==> config.mk <==
export PLATFORM = sky130hd
export DESIGN_NAME = dma_chain_chan
export DESIGN_NICKNAME = d
export VERILOG_FILES = /design/src/rtl/dma_chain_pkg.sv /design/src/rtl/dma_byte_swap.sv /design/src/rtl/dma_beat_cnt.sv /design/src/rtl/dma_chain_chan.sv
export SDC_FILE = /design/constraint.sdc
export NUM_CORES = 1
export LEC_CHECK = 0
export BUFFER_PORTS_ARGS = -buffer_cell sky130_fd_sc_hd__buf_4
export CAP_MARGIN = 20
export CORE_MARGIN = 3
export CORE_UTILIZATION = 30
export DETAILED_ROUTE_END_ITERATION = 8
export GPL_TIMING_DRIVEN = 0
export HOLD_SLACK_MARGIN = 0.03
export PLACE_DENSITY = 0.52
export SLEW_MARGIN = 5
export SYNTH_ARGS = -nofsm -noshare
export SYNTH_HDL_FRONTEND = slang
export SYNTH_SLANG_ARGS = --single-unit
==> constraint.sdc <==
create_clock -name clk -period 6.4 [get_ports clk]
set_clock_uncertainty 0.05 [all_clocks]
set_input_delay 1.28 -clock clk [delete_from_list [all_inputs] [get_ports clk]]
set_output_delay 1.28 -clock clk [all_outputs]
set_load 0.005 [all_outputs]
==> src/rtl/dma_chain_pkg.sv <==
package dma_chain_pkg;
  localparam int DATA_W   = 32;
  localparam int DESC_WORDS = 8;
  // control word bit positions (descriptor-defined)
  localparam int CB_VALID = 0;
  localparam int CB_XLO   = 1;
  localparam int CB_EOP   = 3;
  localparam int CB_STOP  = 16;
  localparam int CB_IRQ   = 17;
  localparam int CB_SWAP  = 20;
  // descriptor word indices
  localparam int DW_LEN = 1;
  localparam int DW_SRC = 2;
  localparam int DW_DST = 3;
  localparam int DW_NXT = 4;

  typedef enum logic [2:0] {
    S_IDLE, S_HEAD, S_BODY, S_RD, S_WR, S_WB, S_STEP
  } chan_st_t;
endpackage

==> src/rtl/dma_byte_swap.sv <==
module dma_byte_swap #(
  parameter int W = 32
) (
  input  logic         en,
  input  logic [W-1:0] din,
  output logic [W-1:0] dout
);
  localparam int NB = W / 8;
  logic [W-1:0] rev;
  for (genvar b = 0; b < NB; b++) begin : g_lane
    assign rev[8*b +: 8] = din[8*(NB-1-b) +: 8];
  end
  assign dout = en ? rev : din;
endmodule

==> src/rtl/dma_beat_cnt.sv <==
module dma_beat_cnt #(
  parameter int W = 15
) (
  input  logic         clk,
  input  logic         rst_n,
  input  logic         load,
  input  logic [W-1:0] total,
  input  logic         step,
  output logic [W-1:0] idx,
  output logic         last
);
  logic [W-1:0] remain;
  always_ff @(posedge clk or negedge rst_n) begin
    if (!rst_n) begin
      remain <= '0;
      idx    <= '0;
    end else if (load) begin
      remain <= total;
      idx    <= '0;
    end else if (step) begin
      remain <= remain - 1'b1;
      idx    <= idx + 1'b1;
    end
  end
  assign last = (remain == W'(1));
endmodule

==> src/rtl/dma_chain_chan.sv <==
module dma_chain_chan
  import dma_chain_pkg::*;
#(
  parameter int ADDR_W = 32,
  parameter int LEN_W  = 16
) (
  input  logic              clk,
  input  logic              rst_n,
  input  logic              start,
  input  logic [ADDR_W-1:0] desc_addr,
  input  logic              wait_valid,
  input  logic              abort,
  output logic              busy,
  output logic              done_evt,
  output logic              done_eop,
  output logic              err_evt,
  output logic              mem_req,
  output logic              mem_we,
  output logic [ADDR_W-1:0] mem_addr,
  output logic [31:0]       mem_wdata,
  input  logic              mem_ack,
  input  logic [31:0]       mem_rdata,
  input  logic              mem_err
);
  localparam int CNT_W = LEN_W - 1;
  localparam int FI_W  = $clog2(DESC_WORDS);

  chan_st_t          st;
  logic [FI_W-1:0]   fidx;
  logic [ADDR_W-1:0] cur_ptr, src_q, dst_q, nxt_q;
  logic [DATA_W-1:0] ctrl_q, data_q, swapped;
  logic [LEN_W-1:0]  len_q;
  logic [LEN_W:0]    len_rnd;
  logic [CNT_W-1:0]  nwords, beat_idx;
  logic              beat_last, cnt_load, cnt_step, ok_ack, bad_type;

  assign len_rnd  = {1'b0, len_q} + (LEN_W+1)'(3);
  assign nwords   = len_rnd[LEN_W:2];
  assign ok_ack   = mem_ack && !mem_err && !abort;
  assign bad_type = (ctrl_q[CB_XLO +: 2] != 2'd0);
  assign cnt_load = (st == S_BODY) && ok_ack && (fidx == FI_W'(DESC_WORDS-1)) && !bad_type;
  assign cnt_step = (st == S_WR) && ok_ack;

  dma_beat_cnt #(.W(CNT_W)) u_cnt (
    .clk(clk), .rst_n(rst_n), .load(cnt_load), .total(nwords),
    .step(cnt_step), .idx(beat_idx), .last(beat_last)
  );

  dma_byte_swap #(.W(DATA_W)) u_swap (
    .en(ctrl_q[CB_SWAP]), .din(data_q), .dout(swapped)
  );

  always_comb begin
    mem_req   = 1'b0;
    mem_we    = 1'b0;
    mem_addr  = cur_ptr;
    mem_wdata = ctrl_q & ~(DATA_W'(1) << CB_VALID);
    case (st)
      S_HEAD: mem_req = 1'b1;
      S_BODY: begin
        mem_req  = 1'b1;
        mem_addr = cur_ptr + ADDR_W'({fidx, 2'b00});
      end
      S_RD: begin
        mem_req  = 1'b1;
        mem_addr = src_q + ADDR_W'({beat_idx, 2'b00});
      end
      S_WR: begin
        mem_req   = 1'b1;
        mem_we    = 1'b1;
        mem_addr  = dst_q + ADDR_W'({beat_idx, 2'b00});
        mem_wdata = swapped;
      end
      S_WB: begin
        mem_req = 1'b1;
        mem_we  = 1'b1;
      end
      default: ;
    endcase
  end

  always_ff @(posedge clk or negedge rst_n) begin
    if (!rst_n) begin
      st <= S_IDLE;  busy <= 1'b0;  fidx <= '0;
      cur_ptr <= '0; src_q <= '0;   dst_q <= '0;  nxt_q <= '0;
      ctrl_q <= '0;  data_q <= '0;  len_q <= '0;
      done_evt <= 1'b0; done_eop <= 1'b0; err_evt <= 1'b0;
    end else begin
      done_evt <= 1'b0;
      err_evt  <= 1'b0;
      if (busy && abort) begin
        st <= S_IDLE; busy <= 1'b0; err_evt <= 1'b1;
      end else if (mem_req && mem_ack && mem_err) begin
        st <= S_IDLE; busy <= 1'b0; err_evt <= 1'b1;
      end else begin
        case (st)
          S_IDLE: if (start) begin
            cur_ptr <= desc_addr; busy <= 1'b1; st <= S_HEAD;
          end
          S_HEAD: if (mem_ack) begin
            ctrl_q <= mem_rdata;
            if (mem_rdata[CB_VALID]) begin
              fidx <= FI_W'(1); st <= S_BODY;
            end else if (!wait_valid) begin
              st <= S_IDLE; busy <= 1'b0;
            end
          end
          S_BODY: if (mem_ack) begin
            case (int'(fidx))
              DW_LEN: len_q <= mem_rdata[LEN_W-1:0];
              DW_SRC: src_q <= mem_rdata[ADDR_W-1:0];
              DW_DST: dst_q <= mem_rdata[ADDR_W-1:0];
              DW_NXT: nxt_q <= mem_rdata[ADDR_W-1:0];
              default: ;
            endcase
            fidx <= fidx + 1'b1;
            if (fidx == FI_W'(DESC_WORDS-1)) begin
              if (bad_type) begin
                st <= S_IDLE; busy <= 1'b0; err_evt <= 1'b1;
              end else begin
                st <= (nwords == '0) ? S_WB : S_RD;
              end
            end
          end
          S_RD: if (mem_ack) begin
            data_q <= mem_rdata; st <= S_WR;
          end
          S_WR: if (mem_ack) st <= beat_last ? S_WB : S_RD;
          S_WB: if (mem_ack) st <= S_STEP;
          S_STEP: begin
            if (ctrl_q[CB_IRQ]) begin
              done_evt <= 1'b1; done_eop <= ctrl_q[CB_EOP];
            end
            if (ctrl_q[CB_STOP]) begin
              st <= S_IDLE; busy <= 1'b0;
            end else begin
              cur_ptr <= nxt_q; st <= S_HEAD;
            end
          end
          default: st <= S_IDLE;
        endcase
      end
    end
  end
endmodule

==> metrics.md, run 1 <==
| Metric | Value |
|---|---|
| Most used flip-flop cell after synthesis | `dfrtp_1` |
| Post-Synthesis Net Count | `1443` |
| EDFF count, synth | `0` |
| Outcome | `finished clean` |
| Antenna cells | `0` |
| Layout cell share with drive strength beyond 1 | `a little over a quarter` |
| Worst setup path startpoint | `st[0]` |
| Met1 Usage GRT | `26.1%` |
| Worst endpoint required time | `about 5 ns` |
| CORE AREA | `between 40000 and 50000 µm²` |
| Final Cycle Share | `approximately 96%` |
| Static Leak | `7.48 nW` |
| Cells after synthesis | `between 1000 and 1500` |
| Post-Place Cells | `between 2000 and 2500` |
| Overall global routing resource usage | `between 10% and 20%` |
| Count of nets left with antenna violations after detail routing | `0` |
| Width of the chip | `around 220 µm` |
| Filler cells | `4540` |
| Die Ht | `220 µm` |
| TNS Setup | `0 ns` |
| Commonest cells after routing, fill and taps aside | `dfrtp_1, nand2_1, mux2_2, buf_4, nor2_1` |
| Core Rows | `between 70 and 80` |
| FMAX | `around 160 MHz` |
| Post-route standard cell area excluding fillers | `about 17000 µm²` |
| Yosys reg bits | `~250` |
| Final hold violation count | `0` |
| Via-per-instance ratio | `roughly 5.2` |
| Number of non-filler instances in the completed layout | `about 2100` |
| Die area | `roughly 48000 µm²` |
| Detailed-route DRC error count | `0` |
| Leading cell type in the layout, fill and taps excluded | `dfrtp_1` |
| Largest buffer count on any clock path | `3` |
| Most crowded layer after global routing | `met2` |
| Clk slew on worst S/H paths | `approximately 0.060 ns` |
| Root Buffer | `clkbuf_16` |
| Hold path startpoint | `nxt_q[31]` |
| Clk_lat worst skew | `between 0.5 and 0.6 ns` |
| Max_cap viols | `0` |
| Proportion of synthesized chip area in sequential cells | `between 40 and 50%` |
| Rel. slew slack | `between 20% and 30%` |
| Sum of net half-perimeters after detailed placement | `approximately 34000 µm` |
| Count of final setup violators | `0` |
| Wire length per cell | `around 21 µm` |
| TritonCTS clock tree | `done` |
| Number of antenna violations at the first check in global routing | `0` |
| Min Hold Slack | `0.439 ns` |
| Placed standard-cell area | `between 15000 and 20000 µm²` |
| Count of distinct cell types in the synthesized netlist | `63` |
| CP Max Fanout | `28` |
| Per-instance average area after synthesis | `10.2 µm²` |
| WS Path Type | `reg2out` |
| Global-route wire length before repair | `between 60000 and 70000 µm` |
| Worst vdd rail ir drop | `approximately 220 µV` |
| Worst min-delay path class | `reg2reg` |
| Via total after detailed routing | `11041` |
| GR Overflow Total | `0` |
| Area growth from synthesis to layout | `20.7%` |
| RSZ-0062 raised after global routing | `false` |
| Maximum number of pins on one net before global-route repair | `around 90` |
| Crit path DAT | `4.81 ns` |
| Starting Density | `30.6%` |
| Clock net sink count | `247` |
| Final net count | `1613` |
| P per Cell Area | `between 400 and 500 nW/µm²` |
| Number of port buffers | `about 140` |
| I/O Pins | `141` |
| Pin slew with the least headroom to its limit | `between 1 and 1.5 ns` |
| Shortest clock period the worst path allows after layout | `6.14 ns` |
| Global placer's final weighted congestion | `0.873` |
| Vias in the first global route | `approximately 11000` |
| FFs w/ async S/R, synth | `between 90% and 100%` |
| Syn. warnings | `0` |
| Met2 layer usage reported by global route | `a little under a third` |
| Setup crit start kind | `register` |
| Iter 0 DRT Violations | `a little under 800` |
| Met3 usage | `between 2 and 2.5%` |
| Number of H-tree levels | `1` |
| Fin. max-slew vios | `0` |
| Total iterations of the first detailed-routing run | `5` |
| Setup crit end kind | `primary output` |
| Wirelength, routed | `between 40000 and 50000 µm` |
| Combined area of all synthesized cells | `between 10000 and 15000 µm²` |
| Number of buffers added by the clock tree synthesis step | `28` |
| Critical R2R Launch | `st[1]` |
## stage by stage
step                power [W]  util (%)  setup WS [ns]
global route          0.00761      37.0         0.0145
floorplan             0.00427         -          0.734
detailed placement    0.00553      34.8         -0.994
CTS                   0.00721      37.0         0.0280
finish                0.00715      37.0          0.262
global placement      0.00546      34.6          -1.02
## timing repair
action	CTS	global route
pin swaps	1	0
setup endpoints to repair	29	9
hold buffers	0	0
gates resized for setup	16	12
setup buffers	2	0
## report_power, final
group          total [W]  switching [W]  internal [W]
Clock            0.00164       0.000658      0.000979
Combinational    0.00284        0.00150       0.00135
Sequential       0.00267       0.000529       0.00214
## synth_stat cells, drive strengths merged, types with 3 or more instances
cell type    n  area (µm²)
o211ai      15         113
ha          28         350
nand2      177         664
a22oi        8        60.1
buf         30         171
mux2i       69         691
and2         5        31.3
a221oi       5        43.8
nand3       42         210
or3         15        93.8
a31oi        6        37.5
o21ai       78         390
nand4       12        75.1
dfrtp      247        6180
nand3b       5        37.5
nor2b        3        18.8
a21o        15         113
nor4         7        43.8
xnor2       31         272
a21oi       72         360
o31ai        3        22.5
o221ai      12         111
a211o        4        35.0
nor2        92         345
xor2        31         272
nand2b       6        37.5
a22o         6        52.6
inv         18        67.6
nor3b        3        45.1
clkbuf      40         150
mux2       179        2020
and3        17         106
o31a         6        52.6
a41oi        4        35.0
a211oi       3        22.5
nor3        20         100
## cells by family (layout without fill, tap and decap cells)
logic type,count (synthesis),in the layout,share of synthesized area [%]
AOI/OAI and AO/OA,252,252,11.6
adders and majority gates,30,30,2.85
muxes,248,248,19.8
buffers and inverters,89,276,2.87
DFF,247,247,45.1
and+or+nand+nor,414,414,13.8
xor gates and xnor gates,62,62,3.96
## critical path, stage by stage (launching register included)
cell and delay (ns):
dfrtp_1 0.37, buf_6 0.14, nor3b_4 0.15, buf_4 0.17, buf_6 0.29, buf_6 0.22, nand2_1 0.07, nand2_1 0.08
ha_1 0.16, inv_1 0.05, fa_1 0.37, nand2b_1 0.19, a21o_1 0.19, nand3b_1 0.21, a21oi_2 0.15, or4_4 0.50
buf_6 0.14, a211o_1 0.30, xor2_1 0.16, o221ai_2 0.17, buf_4 0.14
## cell type report
type | instances | area (µm²) | area share (%)
Buffer | 67 | 334 | 2.02
Clock buffer | 41 | 841 | 5.09
Clock inverter | 6 | 82.6 | 0.500
Tap cell | 592 | 741 | 4.48
Multi-Input combinational cell | 1006 | 7150 | 43.3
Inverter | 19 | 71.3 | 0.432
Sequential cell | 247 | 6180 | 37.4
Timing Repair Buffer | 143 | 1120 | 6.78
## layer usage
| metal | up-vias | part of all wire (%) |
|---|---|---|
| li1 | 5160 | - |
| met1 | 5558 | 47 |
| met2 | 263 | 47 |
| met3 | 60 | 4.0 |
| met4 | 0 | 2.6 |
| met5 | - | 0 |
## sequential cells by signal (all words and copies together) (netlist names), 3 cells and up
name and count:
fidx 3, u_cnt.remain 15, data_q 32, u_cnt.idx 15, ctrl_q 31, src_q 32, cur_ptr 32, dst_q 32
st 3, nxt_q 32, len_q 16
## final timing paths
check,endpoint,slack (ns),cells past startpoint
setup / recovery,mem_addr[30],0.26,20
hold reg to reg,nxt_q[31],0.44,1
setup reg to reg,nxt_q[5],2.90,9
min in group asynchronous,u_cnt.remain[13],0.64,1
max in group asynchronous,ctrl_q[29],4.38,3
hold / removal,nxt_q[31],0.44,1
Power figures use the tool's default switching activity.
==> inputs of run 2 (changes only) <==
Settings changed: RECOVER_POWER from default to 100.
==> run 2 against run 1 <==
Net effect: the flow now finishes with violations (max-capacitance violations, max-slew violations); sequential power barely moved; clock-buffer cell count is the same; critical endpoint unchanged; sequential cell count did not move; register-to-register slack lost 0.82 ns; power fell by 0.56%; wire length decreased by 0.22%; clock power about the same; die area is the same; final cell count is the same; via count about the same.
==> metrics.md, run 2 (synthesis results as in run 1) <==
| Metric | Value |
|---|---|
| Count of nets left with antenna violations after detail routing | `0 (unchanged)` |
| Layout cell share with drive strength beyond 1 | `24.6% (-1.6 points)` |
| Antenna cells | `0 (unchanged)` |
| Area growth from synthesis to layout | `20.0%` |
| Total iterations of the first detailed-routing run | `7 (+2)` |
| Fin. max-slew vios | `83 (+83)` |
| Number of antenna violations at the first check in global routing | `0 (unchanged)` |
| Outcome | `complete, but fails checks` |
| Die area | `48300 µm² (unchanged)` |
| Violated checks | `max-capacitance violations, max-slew violations` |
| Worst min-delay path class | `reg2reg` |
| Setup crit end kind | `primary output` |
| Worst endpoint required time | `5.07 ns (about the same)` |
| Largest buffer count on any clock path | `3 (unchanged)` |
| Shortest clock period the worst path allows after layout | `6.14 ns (-0.00252 ns)` |
| Top Family by Delay on Critical Path | `simple AND/OR/NAND/NOR gates` |
| Wire length per cell | `21.4 µm (-0.22%)` |
| WS Path Type | `reg2out` |
| Clock net sink count | `247 (unchanged)` |
| Stages on worst setup path | `20 (unchanged)` |
| Leading cell type in the layout, fill and taps excluded | `dfrtp_1` |
| Count of final setup violators | `0 (unchanged)` |
| Count of buffering cells on the critical path with inverters included | `7 (unchanged)` |
| Post-route standard cell area excluding fillers | `16400 µm² (-0.58%)` |
| Width of the chip | `220 µm (unchanged)` |
| Pin slew with the least headroom to its limit | `4.60 ns (+3.51 ns)` |
| Final Cycle Share | `95.9% (about the same)` |
| Clk_lat worst skew | `0.54 ns (about the same)` |
| Met2 wire len | `21300 µm (+0.13%)` |
| Iter 0 DRT Violations | `756 (-1.9%)` |
| Max_cap viols | `1 (+1)` |
| CORE AREA | `44700 µm² (unchanged)` |
| Rel. slew slack | `-207% (-230 points)` |
| Starting Density | `30.6% (unchanged)` |
| Vias in the first global route | `11068 (unchanged)` |
| Crit path DAT | `4.81 ns (about the same)` |
| Final worst slack | `0.264 ns (+0.00252 ns)` |
| Maximum single-stage delay on the critical path | `0.50 ns (about the same)` |
| Setup crit start kind | `register` |
| Cell repeated most along the worst path | `buf_6` |
| Number of buffers added by the clock tree synthesis step | `28 (unchanged)` |
| Die Ht | `220 µm (unchanged)` |
| Top layer reached by signal wires | `met4` |
| TritonCTS clock tree | `done` |
| Sum of net half-perimeters after detailed placement | `34400 µm (unchanged)` |
| Maximum number of pins on one net before global-route repair | `92 (unchanged)` |
| Overall global routing resource usage | `18.7% (unchanged)` |
| Placed standard-cell area | `15500 µm² (unchanged)` |
| Routed wire length on met3 | `1760 µm (-4.4%)` |
| Detailed-route DRC error count | `0 (unchanged)` |
| Final net count | `1613 (unchanged)` |
| Worst setup slack after placement | `-0.994 ns (unchanged)` |
| Root Buffer | `clkbuf_16` |
| TNS Setup | `0 ns (unchanged)` |
| Number of H-tree levels | `1 (unchanged)` |
| Number of cells traversed by the worst hold path | `1 (unchanged)` |
| Final hold violation count | `0 (unchanged)` |
| I/O Pins | `141 (unchanged)` |
| Wirelength, routed | `45400 µm (-0.22%)` |
| P per Cell Area | `433 nW/µm² (about the same)` |
| Crit path cell chain | `buf_6 > nor3b_4 > buf_4 > buf_6 > buf_6 > nand2_1 > nand2_1 > ha_1 > inv_1 > fa_1 > nand2b_1 > a21o_1 > nand3b_1 > a21oi_2 > or4_4 > buf_6 > a211o_1 > xor2_1 > o221ai_2 > buf_4` |
| Number of port buffers | `139 (unchanged)` |
| Slowest stage cell on the critical path | `or4_4` |
| Worst vdd rail ir drop | `213 µV (-1.3%)` |
| Met1 wire length | `21200 µm (-0.33%)` |
| Core Rows | `77 (unchanged)` |
| RSZ-0062 raised after global routing | `false` |
| GR Overflow Total | `0 (unchanged)` |
| Static Leak | `7.37 nW (-1.4%)` |
| Global placer's final weighted congestion | `0.873 (unchanged)` |
| Via-per-instance ratio | `5.21 (about the same)` |
| FMAX | `163 MHz (about the same)` |
| Commonest cells after routing, fill and taps aside | `dfrtp_1, nand2_1, mux2_2, nor2_1, buf_4` |
| Via total after detailed routing | `11044 (+0.027%)` |
| Global-route wire length before repair | `68800 µm (unchanged)` |
| Clk slew on worst S/H paths | `0.06 ns (about the same)` |
| CP Max Fanout | `28 (unchanged)` |
| Reg2Reg Depth | `9 (unchanged)` |
-- run 2: cell count changes in the layout (fill, tap and decap cells not counted), moves of 8 or more --
cell,previous run,this run
buf_4,146,91
clkbuf_4,2,46
clkbuf_1,37,67
buf_2,11,1
buf_1,10,2
-- run 2: layer usage --
layer | up-vias | GRT usage, %
met1 | 5579 | 26.1
met2 | 242 | 30.8
met3 | 64 | 2.14
li1 | 5159 | -
met5 | - | 0
met4 | 0 | 5.39
-- run 2: what timing repair did --
item                       in CTS  in global routing
gates cloned                    0                  0
pin swaps                       1                  0
setup buffers                   2                  0
hold buffers                    0                  0
resized for setup              16                 12
hold endpoints to repair        0                  0
setup endpoints to repair      29                  9
-- run 2: final timing paths --
path	from	end	slack, ns
worst max-delay path	st[0]	mem_addr[30]	0.26
worst min-delay path	nxt_q[31]	nxt_q[31]	0.44
worst max register to register	st[1]	nxt_q[5]	2.08
worst min register to register	nxt_q[31]	nxt_q[31]	0.44
max in group asynchronous	rst_n	ctrl_q[29]	1.03
min in group asynchronous	rst_n	u_cnt.remain[13]	2.31
-- run 2: through the flow --
stage | util [%] | hold WS [ns] | cells | total power (W)
final | 36.8 | 0.440 | 2121 | 0.00711
after global routing | 36.8 | 0.460 | 2121 | 0.00757
after CTS | 37.0 | 0.444 | 2123 | 0.00721
after detailed placement | 34.8 | 0.430 | 2075 | 0.00553
after global placement | 34.6 | 0.424 | 2073 | 0.00546
after floorplan | - | 0.408 | 1342 | 0.00427
-- run 2: report_power, final --
| part | total, W | internal (W) | switching [W] |
|---|---|---|---|
| Sequential | 0.00267 | 0.00214 | 0.000527 |
| Clock | 0.00164 | 0.000979 | 0.000657 |
| Combinational | 0.00281 | 0.00131 | 0.00149 |
| Total | 0.00711 | 0.00443 | 0.00268 |
-- run 2: final cells by class --
type                            instances  area [µm²]
Inverter                               19        71.3
Clock buffer                           41         841
Timing Repair Buffer                  143        1070
Buffer                                 67         297
Tap cell                              592         741
Clock inverter                          6        82.6
Multi-Input combinational cell       1006        7150
Fill cell                            4563       28300
Sequential cell                       247        6180
